[src/rtl/rst_cause_pkg.sv]
package rst_cause_pkg;
  typedef enum logic [1:0] {
    ST_MON_HOLD = 2'd0,
    ST_MON_WAIT = 2'd1,
    ST_PIN_HOLD = 2'd2,
    ST_RUN      = 2'd3
  } seq_state_e;

  localparam int unsigned STAT_W     = 8;
  localparam int unsigned STAT_POR   = 1;
  localparam int unsigned STAT_PIN   = 0;
endpackage

[src/rtl/rst_sync2.sv]
module rst_sync2 #(
  parameter int unsigned W       = 1,
  parameter logic [W-1:0] RST_VAL = '0
) (
  input  logic         clk_i,
  input  logic         rst_ni,
  input  logic [W-1:0] d_i,
  output logic [W-1:0] q_o
);
  logic [W-1:0] s1_q, s2_q;

  always_ff @(posedge clk_i or negedge rst_ni) begin
    if (!rst_ni) begin
      s1_q <= RST_VAL;
      s2_q <= RST_VAL;
    end else begin
      s1_q <= d_i;
      s2_q <= s1_q;
    end
  end

  assign q_o = s2_q;
endmodule

[src/rtl/rst_pin_filter.sv]
module rst_pin_filter #(
  parameter int unsigned FILT_LEN = 4
) (
  input  logic clk_i,
  input  logic rst_ni,
  input  logic pin_ni,
  output logic pin_filt_no
);
  localparam int unsigned CW = (FILT_LEN > 1) ? $clog2(FILT_LEN) : 1;
  localparam logic [CW-1:0] CNT_LAST = CW'(FILT_LEN - 1);

  logic pin_s;
  logic filt_q;
  logic [CW-1:0] cnt_q;

  rst_sync2 #(.W(1), .RST_VAL(1'b1)) u_sync (
    .clk_i (clk_i),
    .rst_ni(rst_ni),
    .d_i   (pin_ni),
    .q_o   (pin_s)
  );

  // new level accepted only after FILT_LEN consecutive differing samples
  always_ff @(posedge clk_i or negedge rst_ni) begin
    if (!rst_ni) begin
      filt_q <= 1'b1;
      cnt_q  <= '0;
    end else if (pin_s != filt_q) begin
      if (cnt_q == CNT_LAST) begin
        filt_q <= pin_s;
        cnt_q  <= '0;
      end else begin
        cnt_q <= cnt_q + 1'b1;
      end
    end else begin
      cnt_q <= '0;
    end
  end

  assign pin_filt_no = filt_q;
endmodule

[src/rtl/rst_hold_timer.sv]
module rst_hold_timer #(
  parameter int unsigned HOLD_CYCLES = 2_500_000
) (
  input  logic clk_i,
  input  logic rst_ni,
  input  logic run_i,
  output logic done_o
);
  localparam int unsigned CW = (HOLD_CYCLES > 1) ? $clog2(HOLD_CYCLES) : 1;
  localparam logic [CW-1:0] CNT_LAST = CW'(HOLD_CYCLES - 1);

  logic [CW-1:0] cnt_q;

  always_ff @(posedge clk_i or negedge rst_ni) begin
    if (!rst_ni)     cnt_q <= '0;
    else if (!run_i) cnt_q <= '0;
    else if (cnt_q != CNT_LAST) cnt_q <= cnt_q + 1'b1;
  end

  assign done_o = run_i && (cnt_q == CNT_LAST);
endmodule

[src/rtl/rst_cause_flags.sv]
module rst_cause_flags
  import rst_cause_pkg::*;
(
  input  logic              clk_i,
  input  logic              rst_ni,
  input  logic              release_i,
  input  logic              cause_mon_i,
  output logic [STAT_W-1:0] status_o
);
  logic por_q, pin_q;

  always_ff @(posedge clk_i or negedge rst_ni) begin
    if (!rst_ni) begin
      por_q <= 1'b0;
      pin_q <= 1'b0;
    end else if (release_i) begin
      por_q <= cause_mon_i;
      pin_q <= !cause_mon_i;
    end
  end

  always_comb begin
    status_o           = '0;
    status_o[STAT_POR] = por_q;
    status_o[STAT_PIN] = pin_q;
  end
endmodule

[src/rtl/rst_cause_seq.sv]
module rst_cause_seq
  import rst_cause_pkg::*;
#(
  parameter int unsigned HOLD_CYCLES = 2_500_000,
  parameter int unsigned FILT_LEN    = 4
) (
  input  logic              clk_i,
  input  logic              rst_ni,
  input  logic              supply_ok_i,
  input  logic              mon_en_i,
  input  logic              ext_rst_ni,
  output logic              sys_rst_no,
  output logic [STAT_W-1:0] status_o
);
  logic [1:0] mon_s;
  logic       supply_low;
  logic       pin_filt_n;
  logic       pin_low;
  logic       hold_done;
  logic       release_evt;
  logic       cause_mon_q, cause_mon_d;
  seq_state_e state_q, state_d;

  // bit1: enable (resets to 1), bit0: supply-good (resets to 0)
  rst_sync2 #(.W(2), .RST_VAL(2'b10)) u_mon_sync (
    .clk_i (clk_i),
    .rst_ni(rst_ni),
    .d_i   ({mon_en_i, supply_ok_i}),
    .q_o   (mon_s)
  );

  assign supply_low = mon_s[1] && !mon_s[0];

  rst_pin_filter #(.FILT_LEN(FILT_LEN)) u_pin (
    .clk_i      (clk_i),
    .rst_ni     (rst_ni),
    .pin_ni     (ext_rst_ni),
    .pin_filt_no(pin_filt_n)
  );

  assign pin_low = !pin_filt_n;

  rst_hold_timer #(.HOLD_CYCLES(HOLD_CYCLES)) u_timer (
    .clk_i (clk_i),
    .rst_ni(rst_ni),
    .run_i (state_q == ST_MON_WAIT),
    .done_o(hold_done)
  );

  always_comb begin
    state_d     = state_q;
    cause_mon_d = cause_mon_q;
    unique case (state_q)
      ST_RUN: begin
        if (supply_low) begin
          state_d     = ST_MON_HOLD;
          cause_mon_d = 1'b1;
        end else if (pin_low) begin
          state_d     = ST_PIN_HOLD;
          cause_mon_d = 1'b0;
        end
      end
      ST_MON_HOLD: begin
        if (!supply_low) state_d = ST_MON_WAIT;
      end
      ST_MON_WAIT: begin
        if (supply_low)     state_d = ST_MON_HOLD;
        else if (hold_done) state_d = pin_low ? ST_PIN_HOLD : ST_RUN;
      end
      ST_PIN_HOLD: begin
        if (supply_low) begin
          state_d     = ST_MON_HOLD;
          cause_mon_d = 1'b1;
        end else if (!pin_low) begin
          state_d = ST_RUN;
        end
      end
      default: state_d = ST_MON_HOLD;
    endcase
  end

  always_ff @(posedge clk_i or negedge rst_ni) begin
    if (!rst_ni) begin
      state_q     <= ST_MON_HOLD;
      cause_mon_q <= 1'b1;
    end else begin
      state_q     <= state_d;
      cause_mon_q <= cause_mon_d;
    end
  end

  assign release_evt = (state_d == ST_RUN) && (state_q != ST_RUN);

  rst_cause_flags u_flags (
    .clk_i      (clk_i),
    .rst_ni     (rst_ni),
    .release_i  (release_evt),
    .cause_mon_i(cause_mon_d),
    .status_o   (status_o)
  );

  assign sys_rst_no = (state_q == ST_RUN);
endmodule

[config.mk]
export PLATFORM = sky130hd
export DESIGN_NAME = rst_cause_seq
export DESIGN_NICKNAME = d
export VERILOG_FILES = /design/src/rtl/rst_cause_pkg.sv /design/src/rtl/rst_sync2.sv /design/src/rtl/rst_pin_filter.sv /design/src/rtl/rst_hold_timer.sv /design/src/rtl/rst_cause_flags.sv /design/src/rtl/rst_cause_seq.sv
export SDC_FILE = /design/constraint.sdc
export NUM_CORES = 1
export LEC_CHECK = 0
export ABC_AREA = 1
export ABC_CLOCK_PERIOD_IN_PS = 3600
export BUFFER_PORTS_ARGS = -buffer_cell sky130_fd_sc_hd__clkbuf_2
export CORE_MARGIN = 4
export CORE_UTILIZATION = 30
export DETAILED_ROUTE_END_ITERATION = 10
export PLACE_DENSITY = 0.48
export SYNTH_ARGS = -nofsm -noshare
export SYNTH_HDL_FRONTEND = slang
export SYNTH_SLANG_ARGS = --single-unit
[constraint.sdc]
create_clock -name clk_i -period 3.6 [get_ports clk_i]
set_input_delay 0.72 -clock clk_i [delete_from_list [all_inputs] [get_ports clk_i]]
set_output_delay 0.72 -clock clk_i [all_outputs]
set_load 0.02 [all_outputs]
==> impl_metrics.json, run 1 <==
{
  "gr-usage-all-layers_pct": 10.7,
  "core-area_mm2": 0.00639,
  "setup_violations": 0,
  "wl_per_cell_um": 12.3,
  "io_buffer_count": 7,
  "r2r-start": "u_timer.cnt_q[0]",
  "end_kind": "output port",
  "holdWs_ns": 0.355,
  "htree_levels": 2,
  "seqPwrFrac_pct": 55.2,
  "setup_ws_ns": 1.87,
  "hold_class": "reg2reg",
  "max_freq_mhz": 577,
  "grt_pass1_wl_um": 6400,
  "clock-sinks": 36,
  "peakVddDrop_uv": 176,
  "overflow": 0,
  "place_congestion": 0.804,
  "cap_viol_max_count": 0,
  "antenna_found_initial": 0,
  "critPathMaxFanout": 3,
  "setup.worst_path.start": "state_q[1]",
  "cts_buffer_depth": 2,
  "post_cts_buffers": 0,
  "cts_resized": 0,
  "yosys.area.top_type": "dfrtp_1",
  "first_global_vias": 1278,
  "layout_min_cycle_time_ns": 1.73,
  "p_int_uw": 630,
  "yosysTopAreaCellShare_pct": 38.0,
  "grt_max_degree": 37,
  "regToRegEndpoint": "u_flags.por_q",
  "cp-start-kind": "flip-flop",
  "syn_avg_cell_area_um2": 8.70,
  "final_nets": 243,
  "synth_area_mm2": 0.00197,
  "cts_root_buffer": "clkbuf_8",
  "slew_viol_final": 0,
  "tns_ns": 0,
  "final_cell_mix": "32 x nand2_1, 30 x dfrtp_1, 29 x inv_1, 21 x nor2_1, 16 x a21oi_1",
  "swShare_pct": 30.3,
  "hold_viol_final": 0,
  "arrival_ns": 1.01,
  "maxSlewHeadroom_pct": 41.2,
  "drc": 0,
  "r2r_cells": 11,
  "dr.pass1.iters": 4,
  "ant_nets": 0,
  "num_vias": 1472,
  "worst_slew_pin_slew_ns": 0.882,
  "ys_ff_latch": 36,
  "status": "complete, no violations",
  "area_growth_pct": 8.36,
  "finClkSkew_ns": 0.00810,
  "clkPwrFrac_pct": 31.7,
  "crit_end": "sys_rst_no",
  "crit_type": "reg2out",
  "power_frac_comb_pct": 13.1,
  "ys_warn_count": 0,
  "stdcell_count": 314,
  "placed_cells": 306,
  "r2r_slack_ns": 1.96,
  "p_leak_uw": 0.00108,
  "clk_pin_slew_worst_paths_ns": 0.08,
  "synth_area_leaders": "dfrtp_1 38%, dfstp_2 8.0%, nand2_1 6.1%",
  "drt_iter0_markers": 78,
  "drive_gt1_share_pct": 21.5,
  "diodes": 0,
  "die_x_um": 89.1,
  "clkLatencyLatePin_ns": 0.29,
  "ios": 14,
  "num_rows": 29,
  "postCtsHoldBufs": 0,
  "grt_setup_unrepaired": "false",
  "viasPerCell": 4.69,
  "hpwl_um": 2920,
  "p_switching_uw": 274,
  "final_common_cell": "nand2_1",
  "finalCritPeriodShare_pct": 48.1,
  "fp.dieH_um": 89.1,
  "synth_seq_area_share_pct": 46.0,
  "initial_core_util_pct": 30.9,
  "numCtsBuffers": 5,
  "synth_cells": 227,
  "place_ws_ns": 1.97,
  "cp.required_ns": 2.88,
  "finalWirelength_um": 3870,
  "dieArea_mm2": 0.00794,
  "tritoncts": "built",
  "ys_types": 33,
  "p_per_area_mw_per_mm2": 423
}
cell type report:
| class | instances | area (um2) |
|---|---|---|
| fillers | 669 | 4250 |
| flip-flops and latches | 36 | 908 |
| repair buffers | 7 | 35.0 |
| clock buffers | 5 | 68.8 |
| clock inverters | 3 | 18.8 |
| well taps | 77 | 96.3 |
| inverters | 38 | 145 |
| multi-input cells | 148 | 867 |
state kept, by name, indices dropped and copies added, names as in the netlist:
| signal | cells |
|---|---|
| u_flags.por_q | 1 |
| state_q | 2 |
| u_mon_sync.q_o | 2 |
| u_pin.pin_filt_no | 1 |
| u_mon_sync.s1_q | 2 |
| u_timer.cnt_q | 22 |
| cause_mon_q | 1 |
| u_pin.u_sync.q_o | 1 |
| u_pin.u_sync.s1_q | 1 |
| u_flags.pin_q | 1 |
| u_pin.cnt_q | 2 |
layer usage:
layer	vias to the layer above	track usage, %	part of all wire, %
met5	-	0	0
met4	0	5.14	2.7
met3	8	2.76	3.8
met2	31	14.9	43
met1	691	15.2	51
li1	742	-	-
synthesized netlist by cell type:
master and count:
buf_2 1, conb_1 1, nor3_1 7, xnor2_1 1
inv_4 1, dfstp_2 6, dfrtp_1 30, nand3_4 2
ha_1 2, nand3_1 9, nand2_2 2, inv_2 7
nand2_4 4, nand2_1 32, o21ai_0 9, clkinv_1 1
nor2_1 21, a21oi_1 16, nor3_2 2, nor2_8 2
buf_4 9, nor4_1 1, nand4_2 1, nor2_2 3
inv_1 29, nor2_4 2, nand3_2 2, xor2_1 3
a31oi_1 2, o21ai_1 4, nand4_1 12, nor3_4 2
a211oi_1 1
worst max-delay path, stage by stage (launching register included):
cell and delay (ns):
dfrtp_1 0.39, nand2_1 0.11, inv_1 0.07, clkbuf_2 0.15
stage by stage:
stage          cell area (um2)  utilization (%)  total power [uW]
5_1_grt                   2140             33.5               962
4_1_cts                   2140             33.5               920
3_5_place_dp              2050             32.1               629
3_3_place_gp              2050             32.1               628
6_report                  2140             33.5               904
2_1_floorplan             1990                -               599
cells by family (layout without fill, tap and decap cells):
logic type / count (synthesis) / after routing / share of synthesized area [%]
DFF: 36 / 36 / 46.0
adders and majority gates: 2 / 2 / 1.27
and+or+nand+nor: 104 / 104 / 31.4
xor gates and xnor gates: 4 / 4 / 1.77
AOI/OAI and AO/OA: 32 / 32 / 8.37
buffers and inverters: 48 / 53 / 11.0
other: 1 / 6 / 0.190
power groups by stage:
| stage | registers, uW | clock network (uW) | logic [uW] |
|---|---|---|---|
| floorplan | 497 | 0 | 102 |
| CTS | 500 | 298 | 121 |
| finish | 499 | 287 | 118 |
| global placement | 506 | 0 | 121 |
| global route | 506 | 318 | 138 |
| detailed placement | 507 | 0 | 122 |
worst min path at each step:
stage | from | end | slack [ns] | cells past startpoint
after floorplan | u_mon_sync.s1_q[0] | u_mon_sync.q_o[0] | 0.33 | 0
after detailed placement | u_mon_sync.s1_q[0] | u_mon_sync.q_o[0] | 0.34 | 0
after global placement | u_mon_sync.s1_q[0] | u_mon_sync.q_o[0] | 0.34 | 0
after CTS | u_mon_sync.s1_q[0] | u_mon_sync.q_o[0] | 0.36 | 0
after global routing | u_pin.u_sync.s1_q | u_pin.u_sync.q_o | 0.36 | 0
final | u_mon_sync.s1_q[0] | u_mon_sync.q_o[0] | 0.35 | 0
No activity file was read; power rests on OpenSTA's default activity.
==> run 2: changes to the inputs <==
ABC_CLOCK_PERIOD_IN_PS = 1600   (was 3600)
clock period = 1.6 ns   (was 3.6 ns; I/O delays follow)
==> run 2 against run 1 <==
  * Critical path depth rose by 7
  * Setup slack lost 1.8 ns
  * Register-to-register slack got worse by 1.9 ns
  * Total power grew to 2.5 times the previous value
  * Final cell count is 6.1% higher
  * Clock skew decreased by 0.0050 ns
  * Sequential cell count stayed put
  * Sequential power grew 120%
  * Wire length up 7.2%
==> impl_metrics.json, run 2 (synthesized netlist as in run 1, its figures left out) <==
{
  "first_global_vias": 1400,
  "min_to": "u_mon_sync.s1_q[1]",
  "place_area_mm2": 0.00215,
  "clkLatencyLatePin_ns": 0.29,
  "max_freq_mhz": 661,
  "grt_max_degree": 23,
  "clk_pin_slew_worst_paths_ns": 0.08,
  "p_switching_uw": 663,
  "status": "complete, no violations",
  "htree_levels": 2,
  "numCtsBuffers": 5,
  "largest-register": "u_timer.cnt_q",
  "placed_cells": 318,
  "die_x_um": 89.1,
  "clock-sinks": 36,
  "place_ws_ns": 0.0811,
  "holdWs_ns": 0.103,
  "antenna_found_initial": 0,
  "overflow": 0,
  "slew_viol_final": 0,
  "num_vias": 1528,
  "layout_min_cycle_time_ns": 1.51,
  "fp.dieH_um": 89.1,
  "r2r_cells": 10,
  "diodes": 0,
  "io_buffer_count": 7,
  "cts_root_buffer": "clkbuf_8",
  "p_per_area_mw_per_mm2": 984,
  "final_cell_area_mm2": 0.00234,
  "finalCritPeriodShare_pct": 94.6,
  "swShare_pct": 28.8,
  "crit_path_max_incr_delay_ns": 0.36,
  "final_cell_mix": "32 x nand2_1, 29 x inv_1, 28 x dfrtp_1, 20 x nor2_1, 17 x buf_4",
  "peakVddDrop_uv": 588,
  "largest_reg_flops": 22,
  "final_nets": 262,
  "seqPwrFrac_pct": 47.9,
  "hpwl_um": 3170,
  "p_int_uw": 1640,
  "drc": 0,
  "gr-usage-all-layers_pct": 11.6,
  "path_cells": "buf_4 > nand3_4 > nor2_4 > nand2_4 > nor2_8 > nand2_4 > nor3_4 > nand2_1 > nor2_1 > nor2_1",
  "final_common_cell": "nand2_1",
  "area_growth_pct": 18.6,
  "cap_viol_max_count": 0,
  "p_leak_uw": 0.00119,
  "r2r-start": "u_timer.cnt_q[0]",
  "drive_gt1_share_pct": 28.9,
  "wl_per_cell_um": 12.5,
  "end_kind": "flip-flop",
  "cp_slowest_cell": "dfrtp_1",
  "setup_violations": 0,
  "ios": 14,
  "place_congestion": 0.843,
  "cp.required_ns": 1.79,
  "critPathMaxFanout": 6,
  "hold_class": "in2reg",
  "hold_viol_final": 0,
  "drt_iter0_markers": 100,
  "cp-start-kind": "flip-flop",
  "tritoncts": "built",
  "grt_setup_unrepaired": "true",
  "crit_type": "reg2reg",
  "cts_buffer_depth": 2,
  "ant_nets": 0,
  "viasPerCell": 4.59,
  "initial_core_util_pct": 30.9,
  "stdcell_count": 333,
  "hold_start": "mon_en_i",
  "arrival_ns": 1.71,
  "clkPwrFrac_pct": 36.3,
  "r2r_slack_ns": 0.09,
  "hold_depth": 1,
  "dieArea_mm2": 0.00794,
  "core-area_mm2": 0.00639,
  "regToRegEndpoint": "u_timer.cnt_q[21]",
  "power_frac_comb_pct": 15.8,
  "num_rows": 29,
  "dr.pass1.iters": 4,
  "finClkSkew_ns": 0.00308,
  "finalWirelength_um": 4150,
  "setup_ws_ns": 0.0862,
  "tns_ns": 0,
  "grt_pass1_wl_um": 7030
}
==> run 2: changes by cell type in the layout (fill, tap and decap cells not counted), sizes merged <==
cell and change:
buf +18, inv +1, dlygate4sd3 +1, clkinvlp +1
clkinv -3, bufinv +1
==> run 2: worst max-delay path, delay by kind of cell (launching register included) <==
family | cells | cell delay (ns)
and+or+nand+nor | 9 | 0.91
DFF | 1 | 0.36
buffers and inverters | 1 | 0.14
==> run 2: repair_timing <==
item | CTS | global route
endpoints found under the hold margin | 14 | 0
hold buffers | 1 | 0
endpoints found under the setup margin | 0 | 9
resized for setup | 0 | 6
setup buffers | 0 | 6
==> run 2: power groups by stage <==
stage          logic, uW  clock network [uW]  registers [uW]
6_report             363                 836            1100
5_1_grt              422                 915            1120
4_1_cts              353                 871            1100
3_5_place_dp         351                   0            1120
3_3_place_gp         351                   0            1120
2_1_floorplan        230                   0            1120
==> run 2: how the worst max path moves through the flow <==
stage	end	startpoint	cells after the start
final	u_timer.cnt_q[21]	u_timer.cnt_q[0]	10
after global routing	u_flags.por_q	u_timer.cnt_q[0]	11
after CTS	u_timer.cnt_q[21]	u_timer.cnt_q[4]	9
after detailed placement	u_timer.cnt_q[21]	u_timer.cnt_q[4]	9
after global placement	u_timer.cnt_q[21]	u_timer.cnt_q[4]	9
after floorplan	u_flags.por_q	u_timer.cnt_q[0]	10
==> run 2: cell type report <==
| type | instances | area [um2] |
|---|---|---|
| tap | 77 | 96.3 |
| inverter | 38 | 145 |
| clock buffer | 5 | 68.8 |
| fill | 656 | 4050 |
| timing repair buffer | 26 | 193 |
| multi-input combinational | 148 | 881 |
| clock inverter | 3 | 46.3 |
| sequential | 36 | 911 |
==> run 2: per-layer routing <==
| metal | routed length (um) | part of all wire [%] | GRT usage, % | up-vias |
|---|---|---|---|---|
| met5 | 0 | 0 | 0 | - |
| met4 | 60 | 1.4 | 3.92 | 0 |
| met3 | 133 | 3.2 | 3.04 | 6 |
| met2 | 1880 | 45 | 17.2 | 20 |
| met1 | 2070 | 50 | 16.5 | 717 |
| li1 | - | - | - | 785 |
==> run 2: through the flow <==
stage | utilization, % | power [uW]
5_1_grt | 36.7 | 2450
3_5_place_dp | 33.7 | 1470
6_report | 36.7 | 2300
2_1_floorplan | - | 1350
3_3_place_gp | 33.7 | 1470
4_1_cts | 35.7 | 2320
